===== src/rtl/voq_pkg.sv =====
package voq_pkg;
  localparam int VOQ_DEF_OUTPUTS = 4;
  localparam int VOQ_DEF_SLOTS   = 16;
  localparam int VOQ_DEF_CELL_W  = 32;
  localparam int VOQ_DEF_CNT_W   = 8;
endpackage


===== src/rtl/voq_free_pool.sv =====
module voq_free_pool #(
  parameter int DEPTH = 16,
  localparam int SW = $clog2(DEPTH),
  localparam int FW = $clog2(DEPTH + 1)
) (
  input  logic          clk,
  input  logic          rst_n,
  input  logic          take,
  input  logic          give,
  input  logic [SW-1:0] give_idx,
  output logic          avail,
  output logic [SW-1:0] take_idx,
  output logic [FW-1:0] free_cnt
);
  logic [DEPTH-1:0] mask_q, mask_d;
  logic [FW-1:0]    cnt_q, cnt_d;
  logic             take_fire;

  // lowest free slot wins
  always_comb begin
    take_idx = '0;
    for (int i = DEPTH - 1; i >= 0; i--) begin
      if (mask_q[i]) take_idx = SW'(i);
    end
  end

  assign avail     = |mask_q;
  assign take_fire = take && avail;
  assign free_cnt  = cnt_q;

  always_comb begin
    mask_d = mask_q;
    if (take_fire) mask_d[take_idx] = 1'b0;
    if (give)      mask_d[give_idx] = 1'b1;
    cnt_d = cnt_q + FW'(give) - FW'(take_fire);
  end

  always_ff @(posedge clk or negedge rst_n) begin
    if (!rst_n) begin
      mask_q <= {DEPTH{1'b1}};
      cnt_q  <= FW'(DEPTH);
    end else if (take_fire || give) begin
      mask_q <= mask_d;
      cnt_q  <= cnt_d;
    end
  end
endmodule


===== src/rtl/voq_link_ctrl.sv =====
module voq_link_ctrl #(
  parameter int NUM_Q = 4,
  parameter int DEPTH = 16,
  localparam int QW = $clog2(NUM_Q),
  localparam int SW = $clog2(DEPTH)
) (
  input  logic             clk,
  input  logic             rst_n,
  input  logic             enq_en,
  input  logic [QW-1:0]    enq_q,
  input  logic [SW-1:0]    enq_slot,
  input  logic             deq_en,
  input  logic [QW-1:0]    deq_q,
  output logic [NUM_Q-1:0] req,
  output logic [SW-1:0]    deq_slot
);
  logic [SW-1:0] head_arr [NUM_Q];
  logic [SW-1:0] tail_arr [NUM_Q];
  logic [SW-1:0] link_q   [DEPTH];
  logic          link_we;

  for (genvar gq = 0; gq < NUM_Q; gq++) begin : g_queue
    logic [SW-1:0] hd_q, hd_d, tl_q, tl_d;
    logic          bz_q, bz_d;
    logic          enq_here, deq_here, solo;

    assign enq_here = enq_en && (enq_q == QW'(gq));
    assign deq_here = deq_en && (deq_q == QW'(gq));
    assign solo     = (hd_q == tl_q);

    always_comb begin
      hd_d = hd_q;
      tl_d = tl_q;
      bz_d = bz_q;
      if (deq_here) begin
        if (solo) bz_d = 1'b0;
        else      hd_d = link_q[hd_q];
      end
      if (enq_here) begin
        tl_d = enq_slot;
        bz_d = 1'b1;
        if (!bz_q || (deq_here && solo)) hd_d = enq_slot;
      end
    end

    always_ff @(posedge clk or negedge rst_n) begin
      if (!rst_n) begin
        hd_q <= '0;
        tl_q <= '0;
        bz_q <= 1'b0;
      end else if (enq_here || deq_here) begin
        hd_q <= hd_d;
        tl_q <= tl_d;
        bz_q <= bz_d;
      end
    end

    assign head_arr[gq] = hd_q;
    assign tail_arr[gq] = tl_q;
    assign req[gq]      = bz_q;
  end

  assign link_we  = enq_en && req[enq_q];
  assign deq_slot = head_arr[deq_q];

  always_ff @(posedge clk) begin
    if (link_we) link_q[tail_arr[enq_q]] <= enq_slot;
  end
endmodule


===== src/rtl/voq_cell_store.sv =====
module voq_cell_store #(
  parameter int DEPTH  = 16,
  parameter int CELL_W = 32,
  localparam int SW = $clog2(DEPTH)
) (
  input  logic              clk,
  input  logic              rst_n,
  input  logic              wr_en,
  input  logic [SW-1:0]     wr_idx,
  input  logic [CELL_W-1:0] wr_data,
  input  logic              rd_en,
  input  logic [SW-1:0]     rd_idx,
  output logic              rd_valid,
  output logic [CELL_W-1:0] rd_data
);
  logic [CELL_W-1:0] mem [DEPTH];

  always_ff @(posedge clk) begin
    if (wr_en) mem[wr_idx] <= wr_data;
  end

  always_ff @(posedge clk or negedge rst_n) begin
    if (!rst_n) begin
      rd_valid <= 1'b0;
      rd_data  <= '0;
    end else begin
      rd_valid <= rd_en;
      if (rd_en) rd_data <= mem[rd_idx];
    end
  end
endmodule


===== src/rtl/voq_buffer.sv =====
module voq_buffer #(
  parameter int NUM_Q  = voq_pkg::VOQ_DEF_OUTPUTS,
  parameter int DEPTH  = voq_pkg::VOQ_DEF_SLOTS,
  parameter int CELL_W = voq_pkg::VOQ_DEF_CELL_W,
  parameter int CNT_W  = voq_pkg::VOQ_DEF_CNT_W,
  localparam int QW = $clog2(NUM_Q),
  localparam int SW = $clog2(DEPTH),
  localparam int FW = $clog2(DEPTH + 1)
) (
  input  logic              clk,
  input  logic              rst_n,
  input  logic              in_valid,
  input  logic [QW-1:0]     in_dest,
  input  logic [CELL_W-1:0] in_cell,
  input  logic              grant_valid,
  input  logic [QW-1:0]     grant_q,
  output logic              out_valid,
  output logic [CELL_W-1:0] out_cell,
  output logic [NUM_Q-1:0]  req,
  input  logic [FW-1:0]     bp_thresh,
  output logic              backpressure,
  output logic [CNT_W-1:0]  drop_cnt
);
  logic          avail, enq_fire, deq_fire, drop_now;
  logic [SW-1:0] new_slot, head_slot;
  logic [FW-1:0] free_cnt;
  logic [CNT_W-1:0] drop_q, drop_d;

  assign enq_fire = in_valid && avail;
  assign drop_now = in_valid && !avail;
  assign deq_fire = grant_valid && req[grant_q];

  voq_free_pool #(.DEPTH(DEPTH)) u_pool (
    .clk(clk), .rst_n(rst_n),
    .take(in_valid), .give(deq_fire), .give_idx(head_slot),
    .avail(avail), .take_idx(new_slot), .free_cnt(free_cnt)
  );

  voq_link_ctrl #(.NUM_Q(NUM_Q), .DEPTH(DEPTH)) u_links (
    .clk(clk), .rst_n(rst_n),
    .enq_en(enq_fire), .enq_q(in_dest), .enq_slot(new_slot),
    .deq_en(deq_fire), .deq_q(grant_q),
    .req(req), .deq_slot(head_slot)
  );

  voq_cell_store #(.DEPTH(DEPTH), .CELL_W(CELL_W)) u_store (
    .clk(clk), .rst_n(rst_n),
    .wr_en(enq_fire), .wr_idx(new_slot), .wr_data(in_cell),
    .rd_en(deq_fire), .rd_idx(head_slot),
    .rd_valid(out_valid), .rd_data(out_cell)
  );

  assign drop_d = drop_q + CNT_W'(1);

  always_ff @(posedge clk or negedge rst_n) begin
    if (!rst_n)        drop_q <= '0;
    else if (drop_now) drop_q <= drop_d;
  end

  assign drop_cnt     = drop_q;
  assign backpressure = (free_cnt <= bp_thresh);
endmodule


===== config.mk =====
export PLATFORM = sky130hd
export DESIGN_NAME = voq_buffer
export DESIGN_NICKNAME = d
export VERILOG_FILES = /design/src/rtl/voq_pkg.sv /design/src/rtl/voq_free_pool.sv /design/src/rtl/voq_link_ctrl.sv /design/src/rtl/voq_cell_store.sv /design/src/rtl/voq_buffer.sv
export SDC_FILE = /design/constraint.sdc
export NUM_CORES = 1
export LEC_CHECK = 0
export ABC_CLOCK_PERIOD_IN_PS = 5050
export BUFFER_PORTS_ARGS = -buffer_cell sky130_fd_sc_hd__buf_2
export CAP_MARGIN = 20
export CORE_ASPECT_RATIO = 0.75
export CORE_UTILIZATION = 55
export CTS_CLUSTER_SIZE = 30
export DETAILED_ROUTE_END_ITERATION = 10
export PLACE_DENSITY_LB_ADDON = 0.12
export SETUP_SLACK_MARGIN = 0.3
export SYNTH_ARGS = -nofsm -noshare
export SYNTH_HDL_FRONTEND = slang
export SYNTH_SLANG_ARGS = --single-unit

===== constraint.sdc =====
create_clock -name clk -period 5.05 [get_ports clk]
set_input_delay 0.505 -clock clk [delete_from_list [all_inputs] [get_ports clk]]
set_output_delay 0.505 -clock clk [all_outputs]
set_load 0.005 [all_outputs]

# Word level (Yosys, flattened, before mapping)
# Memory sizes are Yosys's and may differ from the RTL's. A register that Yosys moved wholly into a read port is not among the register bits.
# Cells that the tools add are included.
[classes] add_sub_neg=3 mul=0 div_mod_pow=0 magnitude_cmp=9 eq_ne=10 shift=0 n_mux=64 bitwise=5 reduce_logical=52
[op_table] operator="2-to-1 mux 4 bit" n=36
[op_table] operator="2-to-1 mux 16 bit" n=2
[op_table] operator="2-to-1 mux 1 bit" n=20
[op_table] operator="logical AND 1 bit" n=18
[op_table] operator="bitwise AND 16 bit" n=1
[op_table] operator="binary-select mux 4 bit (select 2 bit)" n=2
[op_table] operator="equality test 4 bit" n=4
[op_table] operator="NOT 16 bit" n=1
[op_table] operator="OR 16 bit" n=1
[op_table] operator="nonzero test 2 bit" n=8
[op_table] operator="OR reduction 16 bit" n=1
[op_table] operator="AND reduction 3 bit" n=4
[op_table] operator="less-than comparator 4 x 5 -> 1 bit (second input constant)" n=2
[op_table] operator="logical OR 1 bit" n=9
[op_table] operator="adder 8 x 1 -> 8 bit (second input constant)" n=1
[op_table] operator="demux 1 bit (select 4 bit)" n=2
[op_table] operator="equality test 2 bit (second input constant)" n=4
[op_table] operator=">= comparator 4 x 1 -> 1 bit (second input constant)" n=2
[op_table] operator="AND reduction 2 bit" n=4
[op_table] operator=">= comparator 3 bit (second input constant)" n=2
[op_table] operator="logical NOT 1 bit" n=6
[op_table] operator="less-than comparator 2 x 3 -> 1 bit (second input constant)" n=2
[op_table] operator="NOT 2 -> 3 bit" n=2
[op_table] operator="adder 5 x 1 -> 5 bit" n=1
[op_table] operator="other kinds (5)" n=8
[totals] reg_bits=66 latchBits=0 ram_bits=576 rom_bits=0 inputBits=45 out_inout_bits=46 word_cells=161 mem_count=2
[mem_list] memory="u_store.mem" words=16 word_bits=32 read_ports=1 rd_ports_with_merged_regs=1 write_ports=1 line_no="voq_cell_store.sv:16" rtl="logic [CELL_W-1:0] mem [DEPTH];"
[mem_list] memory="u_links.link_q" words=16 word_bits=4 read_ports=4 rd_ports_with_merged_regs=0 write_ports=1 line_no="voq_link_ctrl.sv:19" rtl="logic [SW-1:0] link_q [DEPTH];"

# Longest topological paths before layout
# Gate-level depths: netlist (run 1).
[logic_depth] depth_word=25 ltp_mapped=15 depth_no_buf=14

# Cells and area by module
# Synthesis (run 1) repeated with hierarchy kept, for this count alone.
[unflattened] cells_unflattened=1495 hier_area_um2=28975.3
[modules_own_cells] module="voq_cell_store" instances=1 cells_each=877 area_each_um2=20811.2 seq_area_each_um2=16200.5
[modules_own_cells] module="voq_link_ctrl" instances=1 cells_each=405 area_each_um2=6236.0 seq_area_each_um2=2822.7
[modules_own_cells] module="voq_free_pool" instances=1 cells_each=165 area_each_um2=1407.6 seq_area_each_um2=546.8
[modules_own_cells] module="voq_buffer" instances=1 cells_each=48 area_each_um2=520.5 seq_area_each_um2=200.2

# Worst setup path before layout (run 1)
# OpenSTA, ideal clock, no wires.
[synth_path] path_kind="reg2reg" start="reg u_pool.mask_q[15]" end="mem u_store.mem[3][0], enable pin" setup_time_ns=0.502 t_arrival_ns=4.580 t_required_ns=4.548 slack_ns=-0.032 stages_incl_launch_ff=7 synth_period_minus_slack_ns=5.082 cell_sequence="dfstp_2 nor2_1 o31a_1 o311ai_0 a21oi_1 clkbuf_1 nor4_1"
[synth_via] elab_chain_len=16 elab_cells_between_ends=20 cone_classes="mux (18); reduce/logical (2)"
[synth_lines] item="start, declared" line_no="voq_free_pool.sv:15" rtl="logic [DEPTH-1:0] mask_q, mask_d;"
[synth_lines] item="start signal, assigned" line_no="voq_free_pool.sv:40" rtl="mask_q <= {DEPTH{1'b1}};"
[synth_lines] item="start signal, assigned" line_no="voq_free_pool.sv:43" rtl="mask_q <= mask_d;"
[synth_lines] item="2-to-1 mux 4 bit (16 in series)" line_no="voq_free_pool.sv:23" rtl="if (mask_q[i]) take_idx = SW'(i);"
[synth_lines] item="end, declared" line_no="voq_cell_store.sv:16"
# Parallel ways exist; a longest one is shown, timed or not.

# Worst setup path after layout (run 1)
[layout_path] start="reg u_pool.mask_q[15]" end="mem u_store.mem[6][11], enable pin"
# Same word-level chain as after synthesis.

==> results of run 1 <==
## how the worst max path moves through the flow
stage | end | slack (ns) | startpoint
6_report | u_store.mem[6][11] | 1.58 | u_pool.mask_q[15]
5_1_grt | u_store.mem[6][11] | 1.30 | u_pool.mask_q[15]
4_1_cts | u_store.mem[6][11] | 1.63 | u_pool.mask_q[15]
3_5_place_dp | u_store.rd_data[25] | 1.61 | grant_q[0]
3_3_place_gp | u_pool.free_cnt[4] | 1.71 | grant_q[0]
2_1_floorplan | u_pool.mask_q[13] | 0.67 | u_pool.mask_q[0]
## cells by family (layout without fill, tap and decap cells)
| group | count (synthesis) | in the layout | share of synthesized area |
|---|---|---|---|
| AO/OA/AOI/OAI | 309 | 309 | 0.07049 |
| XOR/XNOR | 27 | 27 | 0.008214 |
| adder cells (fa/ha/maj) | 12 | 12 | 0.005476 |
| buffers and inverters | 167 | 289 | 0.02529 |
| flip-flops | 674 | 674 | 0.6867 |
| multiplexers | 212 | 212 | 0.1104 |
| other | 0 | 3 | 0 |
| AND/OR/NAND/NOR | 581 | 581 | 0.09344 |
## state kept, by name, indices dropped and copies added (netlist names)
signal                cells
u_pool.mask_q            16
u_store.mem             512
u_store.rd_data          32
u_links.g_queue.tl_q     16
drop_cnt                  8
u_pool.free_cnt           5
u_links.g_queue.bz_q      4
u_links.link_q           64
u_store.rd_valid          1
u_links.g_queue.hd_q     16
## report_power, final
group	leakage (uW)	switching (uW)	internal [uW]
Sequential	0.00632	608	7280
Clock	0.00101	2010	2720
Combinational	0.00405	4180	2440
## stage by stage
stage                       util  power, uW  worst slack [ns]  hold slack [ns]  instances
after floorplan                -      12280            0.6728           0.2094       1982
after global placement    0.5817      14380             1.706           0.4575       2686
after detailed placement  0.5819      14500             1.607           0.4628       2687
after CTS                 0.6219      19220             1.625           0.2585       2805
after global routing      0.6224      20140             1.295           0.2682       2808
final                     0.6225      19240             1.576           0.2861       2810
## worst max-delay path, delay by kind of cell, from the launching register on
kind | cells | cell delay [ns]
flip-flops | 1 | 0.56
AO/OA/AOI/OAI | 3 | 0.68
AND/OR/NAND/NOR | 2 | 0.93
buffers and inverters | 2 | 0.98
## routing by layer
metal | vias to the layer above | track usage
met2 | 822 | 0.4020
met5 | - | 0
li1 | 7732 | -
met1 | 8870 | 0.4117
met4 | 4 | 0.06609
met3 | 116 | 0.07684
## cell type report
cell class                      instances  area [sq um]
Antenna cell                            3         7.507
Fill cell                            3800         19490
Timing Repair Buffer                  136         859.6
Sequential cell                       674         19770
Multi-Input combinational cell       1141          8423
Clock inverter                         16         138.9
Tap cell                              703         879.6
Clock buffer                          101          1917
Inverter                               36         135.1
## cells in the final DEF (no fill, tap or decap), types with 37 or more instances in the layout
cell,n
edfxtp_1,576
nand2_1,285
mux2i_1,113
buf_2,89
nand3_1,85
mux4_2,81
dfrtp_1,81
nor2b_1,76
clkbuf_16,69
o22ai_1,68
a31oi_1,68
a211oi_1,66
a21oi_1,47
buf_4,39
nor3_1,38
nor2_1,37
## repair_timing
action / in CTS / in global routing
resized for setup: 0 / 0
hold endpoints to repair: 20 / 0
hold buffers: 1 / 0
==> impl_metrics.yaml, run 1 <==
detailed_routing:
  wl_met2_mm: 31.82
  met1_length_mm: 31.10
  dr_wl_met3_mm: 7.329
  drt_iter0_drc: 1792
  drt-total-wl_mm: 71.70
  viasPerCell: 6.243
  num_vias: 17540
  wire_per_inst_um: 25.51
  top_layer_used: "met5"
  ant_nets: 0
  drc_errors: 0
  drtPass1Iterations: 5
yosys:
  synth-seq-cells: 674
  yosysMostFrequentCell: "edfxtp_1"
  synthFlopType: "edfxtp_1"
  synth_top_area_share: 0.6008
  ys_types: 66
  synthesis.area_sq_mm: 0.02879
  ys_top_cells_by_count: "edfxtp_1 (576), nand2_1 (287), mux2i_1 (115)"
  yosys_warnings: 0
  synthTopCellsByArea: "edfxtp_1 (60%), dfrtp_1 (7.0%), mux4_2 (6.4%), mux2i_1 (4.0%), nand2_1 (3.7%)"
  syn_inst: 1982
  synth_edf_count: 576
  synth_top_area_cell: "edfxtp_1"
  synth_fp_nets: 2039
  synthArstFlopShare: 0.1454
  yosysSeqAreaShare: 0.6867
  syn_avg_cell_area_sq_um: 14.53
min_path:
  whs_endpoint: "u_store.mem[10][21]"
  hold_path.class: "input port to flip-flop"
  whs_path_depth: 1
  hp-start: "in_cell[21]"
timing:
  finalSetupViolations: 0
  fmax_mhz: 287.9
  tns_ns: 0
  maxSlewViolCount: 0
  fin_skew_ns: 0.02640
  hold_violations: 0
  worstMarginPinSlew_ns: 1.073
  relSlewSlack: 0.2822
  fin_crit_sh: 0.6879
  period_needed_ns: 3.474
  rsz0062_at_grt: "false"
clock_network:
  cts.path.max_buffers: 3
  tritoncts: "built"
  cts_buffers: 67
  cts.clk_slew.worst_paths_ns: 0.07
  clkSinkCount: 674
  htree_levels: 3
  post_cts_buffers: 0
  clock_latency_ns: 0.60
  clock_tree.root_cell: "clkbuf_16"
global_routing:
  grt_overflow: 0
  grt_pass1_wl_mm: 108.1
  antenna_found_initial: 5
  grt_max_degree: 105
  track_usage: 0.2752
  grt_pass1_vias: 17320
worst_setup_path:
  critPathLaunchType: "flip-flop"
  worstSetupPathType: "flip-flop to flip-flop"
  cpPeakStageDelay_ns: 0.87
  reg2reg_depth: 7
  critPathSlowestCell: "and3_2"
  crit_required_ns: 5.35
  worstPathCellList: "nor2_1 -> o31a_1 -> o311ai_0 -> a21oi_1 -> inv_1 -> and3_2 -> buf_4"
  timing.rr.end: "u_store.mem[6][11]"
  cp-end-kind: "flip-flop"
  rr_startpoint: "u_pool.mask_q[15]"
  crit_arrival_ns: 3.77
  r2r_slack_ns: 1.58
  cp_max_fo: 26
placement:
  hpwlAfterDp_mm: 40.09
  io_buffers: 90
  gp_congestion: 0.9120
  dpl_cell_area_sq_mm: 0.03004
floorplanning:
  io_pins: 91
  die_h_um: 200.1
  core_sq_mm: 0.05162
  rows: 72
  die_x_um: 266.2
  die_area_sq_mm: 0.05327
  initial_core_util: 0.5577
flow_run:
  cap_violations: 0
outcome:
  status: "complete, no violations"
layout:
  final_area_sq_mm: 0.03213
  nets: 2113
  layout-drive-gt1-share: 0.1778
  area_delta_synth_final_pct: 11.60
power_and_ir_drop:
  worst_ir_drop_vdd_mv: 0.5804
  leakagePower_uw: 0.01138
  power_density_mw_per_mm2: 599.0
Note: power is estimated with default switching activity, not from simulation.
==> run 2, diff against run 1 <==
--- a/config.mk
+++ b/config.mk
@@ -5,7 +5,7 @@
 export SDC_FILE = /design/constraint.sdc
 export NUM_CORES = 1
 export LEC_CHECK = 0
-export ABC_CLOCK_PERIOD_IN_PS = 5050
+export ABC_CLOCK_PERIOD_IN_PS = 3300
 export BUFFER_PORTS_ARGS = -buffer_cell sky130_fd_sc_hd__buf_2
 export CAP_MARGIN = 20
 export CORE_ASPECT_RATIO = 0.75
==> constraint.sdc (replaced) <==
create_clock -name clk -period 3.3 [get_ports clk]
set_input_delay 0.33 -clock clk [delete_from_list [all_inputs] [get_ports clk]]
set_output_delay 0.33 -clock clk [all_outputs]
set_load 0.005 [all_outputs]
==> run 2 against run 1 <==
Effect of this change:
- clock power up 58%
- largest power group unchanged
- maximum frequency up 19%
- core utilization up 1.4 points
- largest cell class unchanged
- design area up 2.3%
- total power up 58%
- routed wire length up 0.62%
- non-clock buffer count up 40
- critical path depth up 7
- via count up 1.3%
==> impl_metrics.yaml, run 2 (same netlist as run 1, synthesis figures left out) <==
outcome:
  status: "complete, no violations"
layout:
  nFillCells: 3715
  final_cell_mix: "edfxtp_1 (576), nand2_1 (287), mux2i_1 (113)"
  largest-register: "u_store.mem"
  final-seq-area_sq_mm: 0.01977
  largest_reg_flops: 512
  layout-drive-gt1-share: 0.1988
  area_delta_synth_final_pct: 14.17
  layout.cells.non_filler: 2852
  multi_input_area_sq_mm: 0.008512
  final_common_cell: "edfxtp_1"
  utilization: 0.6368
  nets: 2153
timing:
  hold_slack_ns: 0.09590
  maxSlewViolCount: 0
  worstMarginPinSlew_ns: 0.8065
  relSlewSlack: 0.4577
  setup_ws_ns: 0.3799
  rsz0062_at_grt: "true"
  fin_crit_sh: 0.8849
  fin_skew_ns: 0.02011
  tns_ns: 0
  period_needed_ns: 2.920
  fmax_mhz: 342.5
  hold_violations: 0
  finalSetupViolations: 0
global_routing:
  grt_pass1_wl_mm: 108.3
  grt_pass1_vias: 17250
  grt_max_degree: 79
  track_usage: 0.2753
  grt_overflow: 0
  antenna_found_initial: 2
clock_network:
  clock_tree.root_cell: "clkbuf_16"
  clock_latency_ns: 0.60
  cts.clk_slew.worst_paths_ns: 0.06
  htree_levels: 3
  cts_buffers: 67
  clkSinkCount: 674
  cts.path.max_buffers: 3
  tritoncts: "built"
worst_setup_path:
  r2r_slack_ns: 0.38
  cp-end-kind: "flip-flop"
  critPathSlowestCell: "or4_4"
  timing.rr.end: "u_pool.free_cnt[4]"
  cp_max_fo: 2
  worstPathCellList: "or4_4 -> o41ai_4 -> inv_2 -> ha_4 -> inv_4 -> ha_4 -> inv_2 -> fa_2 -> inv_2 -> a21o_1 -> a21oi_2 -> xnor2_1 -> nand2_1 -> xnor2_1"
  crit_buf_inv: 4
  crit_top_cell: "inv_2"
  worstSetupPathDepth: 14
  critPathLaunchType: "flip-flop"
  crit_arrival_ns: 3.44
  worstSetupPathType: "flip-flop to flip-flop"
  rr_startpoint: "u_pool.mask_q[1]"
  cpPeakStageDelay_ns: 0.56
  critPathTopFamily: "compound AO/OA/AOI/OAI gates"
  crit_required_ns: 3.82
  reg2reg_depth: 14
floorplanning:
  initial_core_util: 0.5577
  die_h_um: 200.1
  core_sq_mm: 0.05162
  die_x_um: 266.2
  io_pins: 91
  die_area_sq_mm: 0.05327
  rows: 72
detailed_routing:
  wire_per_inst_um: 25.29
  drc_errors: 0
  viasPerCell: 6.234
  drt-total-wl_mm: 72.14
  drtPass1Iterations: 7
  drt_iter0_drc: 1974
  num_vias: 17780
  ant_nets: 0
placement:
  hpwlAfterDp_mm: 42.74
  dp.cells: 2722
  pre_cts_slack_ns: 0.1391
  gp_congestion: 0.8794
  io_buffers: 90
min_path:
  hold_path.class: "input port to flip-flop"
  whs_endpoint: "u_store.mem[14][2]"
  whs_path_depth: 1
  hp-start: "in_cell[2]"
power_and_ir_drop:
  worst_ir_drop_vdd_mv: 0.5701
  leakagePower_uw: 0.01170
  power_density_mw_per_mm2: 923.8
flow_run:
  cap_violations: 0
run 2: cell count changes in the layout (fill, tap and decap cells not counted), moves of 7 or more:
cell / delta
buf_12: +22
clkbuf_1: -7
buf_4: +20
nor3_4: +7
clkinv_1: +8
nor3_2: -7
run 2: metrics by stage:
step	power (uW)	instance area [sq um]
final	30360	32870
after global routing	31780	32870
after CTS	30330	32820
after detailed placement	22800	30630
after global placement	22580	30630
after floorplan	18880	28880
run 2: where the power goes:
| group | leakage (uW) | switching (uW) | internal (uW) |
|---|---|---|---|
| Sequential | 0.00632 | 867 | 11100 |
| Combinational | 0.00433 | 6720 | 4170 |
| Clock | 0.00104 | 3160 | 4330 |
run 2: how the worst max path moves through the flow:
stage	start	endpoint	slack, ns
floorplan	u_pool.mask_q[13]	u_store.mem[5][0]	-0.009
detailed placement	u_pool.mask_q[4]	u_pool.free_cnt[4]	0.14
finish	u_pool.mask_q[1]	u_pool.free_cnt[4]	0.38
global route	u_pool.mask_q[1]	u_pool.free_cnt[4]	0.24
global placement	u_pool.mask_q[8]	u_pool.free_cnt[4]	0.18
CTS	u_pool.mask_q[6]	u_pool.free_cnt[4]	0.30
run 2: routing by layer:
layer,wire [um],GRT usage,up-vias
met5,0,0,-
met4,1786,0.07882,0
met3,7265,0.06934,126
met2,31680,0.3984,855
met1,31410,0.4157,8971
li1,-,-,7828
run 2: worst register-to-register path, cell delays in order (launching register included):
cell	delay [ns]
dfstp_2	0.38
or4_4	0.56
o41ai_4	0.40
inv_2	0.09
ha_4	0.28
inv_4	0.03
ha_4	0.15
inv_2	0.05
fa_2	0.20
inv_2	0.03
a21o_1	0.15
a21oi_2	0.15
xnor2_1	0.12
nand2_1	0.08
xnor2_1	0.16
run 2: cell type report:
cell class	count	share of cell area
Sequential cell	674	0.6015
Multi-Input combinational cell	1141	0.2590
Clock buffer	91	0.05626
Timing Repair Buffer	176	0.04351
Tap cell	703	0.02676
Clock inverter	30	0.008527
Inverter	36	0.004416
Antenna cell	1	0.00007613
run 2: timing repair:
item	in CTS	in global routing
pin swaps	5	7
resized for setup	6	7
hold buffers	1	0
setup buffers	5	2
cloned	0	0
endpoints found under the setup margin	1	27
endpoints found under the hold margin	39	0
==> run 3, diff against run 2 <==
--- a/config.mk
+++ b/config.mk
@@ -9,10 +9,11 @@
 export BUFFER_PORTS_ARGS = -buffer_cell sky130_fd_sc_hd__buf_2
 export CAP_MARGIN = 20
 export CORE_ASPECT_RATIO = 0.75
+export CORE_MARGIN = 5
 export CORE_UTILIZATION = 55
 export CTS_CLUSTER_SIZE = 30
 export DETAILED_ROUTE_END_ITERATION = 10
-export PLACE_DENSITY_LB_ADDON = 0.12
+export PLACE_DENSITY_LB_ADDON = 0.08
 export SETUP_SLACK_MARGIN = 0.3
 export SYNTH_ARGS = -nofsm -noshare
 export SYNTH_HDL_FRONTEND = slang
==> run 3 against run 2 <==
Effect of this change:
- sequential power hardly changed
- non-clock buffer count is 8 higher
- hold slack better by 0.0024 ns
- critical path type unchanged
- core utilization is 0.12 points lower
- highest routed layer is now met5
- sequential share of layout area hardly changed
- first-iteration DRC count is 8.4% lower
- total power is 0.81% lower
- via count hardly changed
- worst setup slack better by 0.028 ns
- die area is 7.1% higher
- clock power is 4.8% lower
- design area hardly changed
- largest cell class unchanged
==> impl_metrics.yaml, run 3 (same netlist as run 1, synthesis figures left out) <==
timing:
  rsz0062_at_grt: "true"
  hold_slack_ns: 0.09828
  hold_violations: 0
  fin_crit_sh: 0.8763
  period_needed_ns: 2.892
  finalSetupViolations: 0
  worstMarginPinSlew_ns: 0.9206
  fmax_mhz: 345.8
  fin_skew_ns: 0.01866
  maxSlewViolCount: 0
  relSlewSlack: 0.3826
  setup_ws_ns: 0.4082
clock_network:
  cts.clk_slew.worst_paths_ns: 0.06
  clkSinkCount: 674
  tritoncts: "built"
  htree_levels: 3
  cts_buffers: 66
  clock_latency_ns: 0.60
  clock_tree.root_cell: "clkbuf_16"
  cts.path.max_buffers: 3
floorplanning:
  io_pins: 91
  initial_core_util: 0.5568
  die_area_sq_mm: 0.05707
  rows: 72
  die_x_um: 274.2
  die_h_um: 208.1
  core_sq_mm: 0.05171
worst_setup_path:
  cpPeakStageDelay_ns: 0.55
  critPathTopFamily: "adder cells"
  cp_max_fo: 2
  reg2reg_depth: 14
  critPathSlowestCell: "or4_4"
  timing.rr.end: "u_pool.free_cnt[4]"
  crit_required_ns: 3.82
  crit_buf_inv: 4
  crit_arrival_ns: 3.41
  r2r_slack_ns: 0.41
  rr_startpoint: "u_pool.mask_q[14]"
  crit_top_cell: "inv_2"
  cp-end-kind: "flip-flop"
  worstPathCellList: "or4_4 -> o41ai_4 -> inv_2 -> ha_4 -> inv_2 -> ha_4 -> inv_2 -> fa_2 -> inv_2 -> a21o_1 -> a21oi_2 -> xnor2_1 -> nand2_1 -> xnor2_1"
  critPathLaunchType: "flip-flop"
  worstSetupPathType: "flip-flop to flip-flop"
detailed_routing:
  ant_nets: 0
  drtPass1Iterations: 6
  drc_errors: 0
  viasPerCell: 6.215
  drt-total-wl_mm: 72.91
  num_vias: 17790
  wire_per_inst_um: 25.48
  drt_iter0_drc: 1808
outcome:
  status: "complete, no violations"
placement:
  hpwlAfterDp_mm: 42.39
  gp_congestion: 0.9411
  io_buffers: 90
  dp.cells: 2727
  pre_cts_slack_ns: 0.1559
layout:
  final_cell_mix: "edfxtp_1 (576), nand2_1 (285), mux2i_1 (113)"
  nFillCells: 3870
  largest-register: "u_store.mem"
  final_common_cell: "edfxtp_1"
  largest_reg_flops: 512
  nets: 2160
  layout.cells.non_filler: 2862
  area_delta_synth_final_pct: 14.15
  layout-drive-gt1-share: 0.2003
min_path:
  hp-start: "in_cell[16]"
  whs_path_depth: 1
  hold_path.class: "input port to flip-flop"
  whs_endpoint: "u_store.mem[0][16]"
global_routing:
  antenna_found_initial: 5
  grt_max_degree: 78
  grt_use_met2: 0.3779
  gr-usage-met1: 0.3883
  track_usage: 0.2551
  grt_overflow: 0
  grt_pass1_vias: 17500
  grt_pass1_wl_mm: 109.7
  use_met3: 0.06623
  top_usage_layer: "met1"
power_and_ir_drop:
  worst_ir_drop_vdd_mv: 0.6228
  power_density_mw_per_mm2: 916.4
  leakagePower_uw: 0.01170
  power_uw: 30120
flow_run:
  cap_violations: 0
## run 3: repair_timing
action                                 CTS  global route
hold buffers                             1             0
endpoints found under the hold margin   29             0
buffers inserted                         6             4
pin swaps                                5             7
gates resized for setup                  5             6
setup endpoints to repair                1            27
## run 3: area by class of cell
cell class,count,area [sq um],share of cell area
sequential,674,19770,0.6016
tap,703,879.6,0.02676
clock inverter,26,187.7,0.005711
inverter,36,142.6,0.004340
clock buffer,96,1837,0.05589
multi-input combinational,1141,8519,0.2592
timing repair buffer,184,1524,0.04637
antenna,2,5.005,0.0001523
## run 3: where the power goes
group	internal (uW)	switching, uW
combinational	4230	6830
sequential	11100	807
clock	3990	3150
## run 3: metrics by stage
step	util	cell area [sq um]	setup TNS (ns)
after floorplan	-	28880	-0.6369
after global placement	0.5938	30710	0
after detailed placement	0.5938	30710	0
after CTS	0.6343	32800	0
after global routing	0.6355	32860	0
final	0.6356	32870	0
## run 3: worst max path at each step
stage                      startpoint                  to  slack, ns  cells past startpoint
floorplan           u_pool.mask_q[13]   u_store.mem[5][0]     -0.009                      6
global placement     u_pool.mask_q[8]  u_pool.free_cnt[4]       0.17                     14
detailed placement   u_pool.mask_q[8]  u_pool.free_cnt[4]       0.16                     14
CTS                  u_pool.mask_q[2]  u_pool.free_cnt[4]       0.31                     14
global route         u_pool.mask_q[7]  u_pool.free_cnt[4]       0.25                     14
finish              u_pool.mask_q[14]  u_pool.free_cnt[4]       0.41                     14
## run 3: per-layer routing
metal / part of all wire / vias to the layer above
li1: - / 7836
met1: 0.43 / 9007
met2: 0.45 / 828
met3: 0.10 / 111
met4: 0.017 / 6
met5: 0.00059 / -
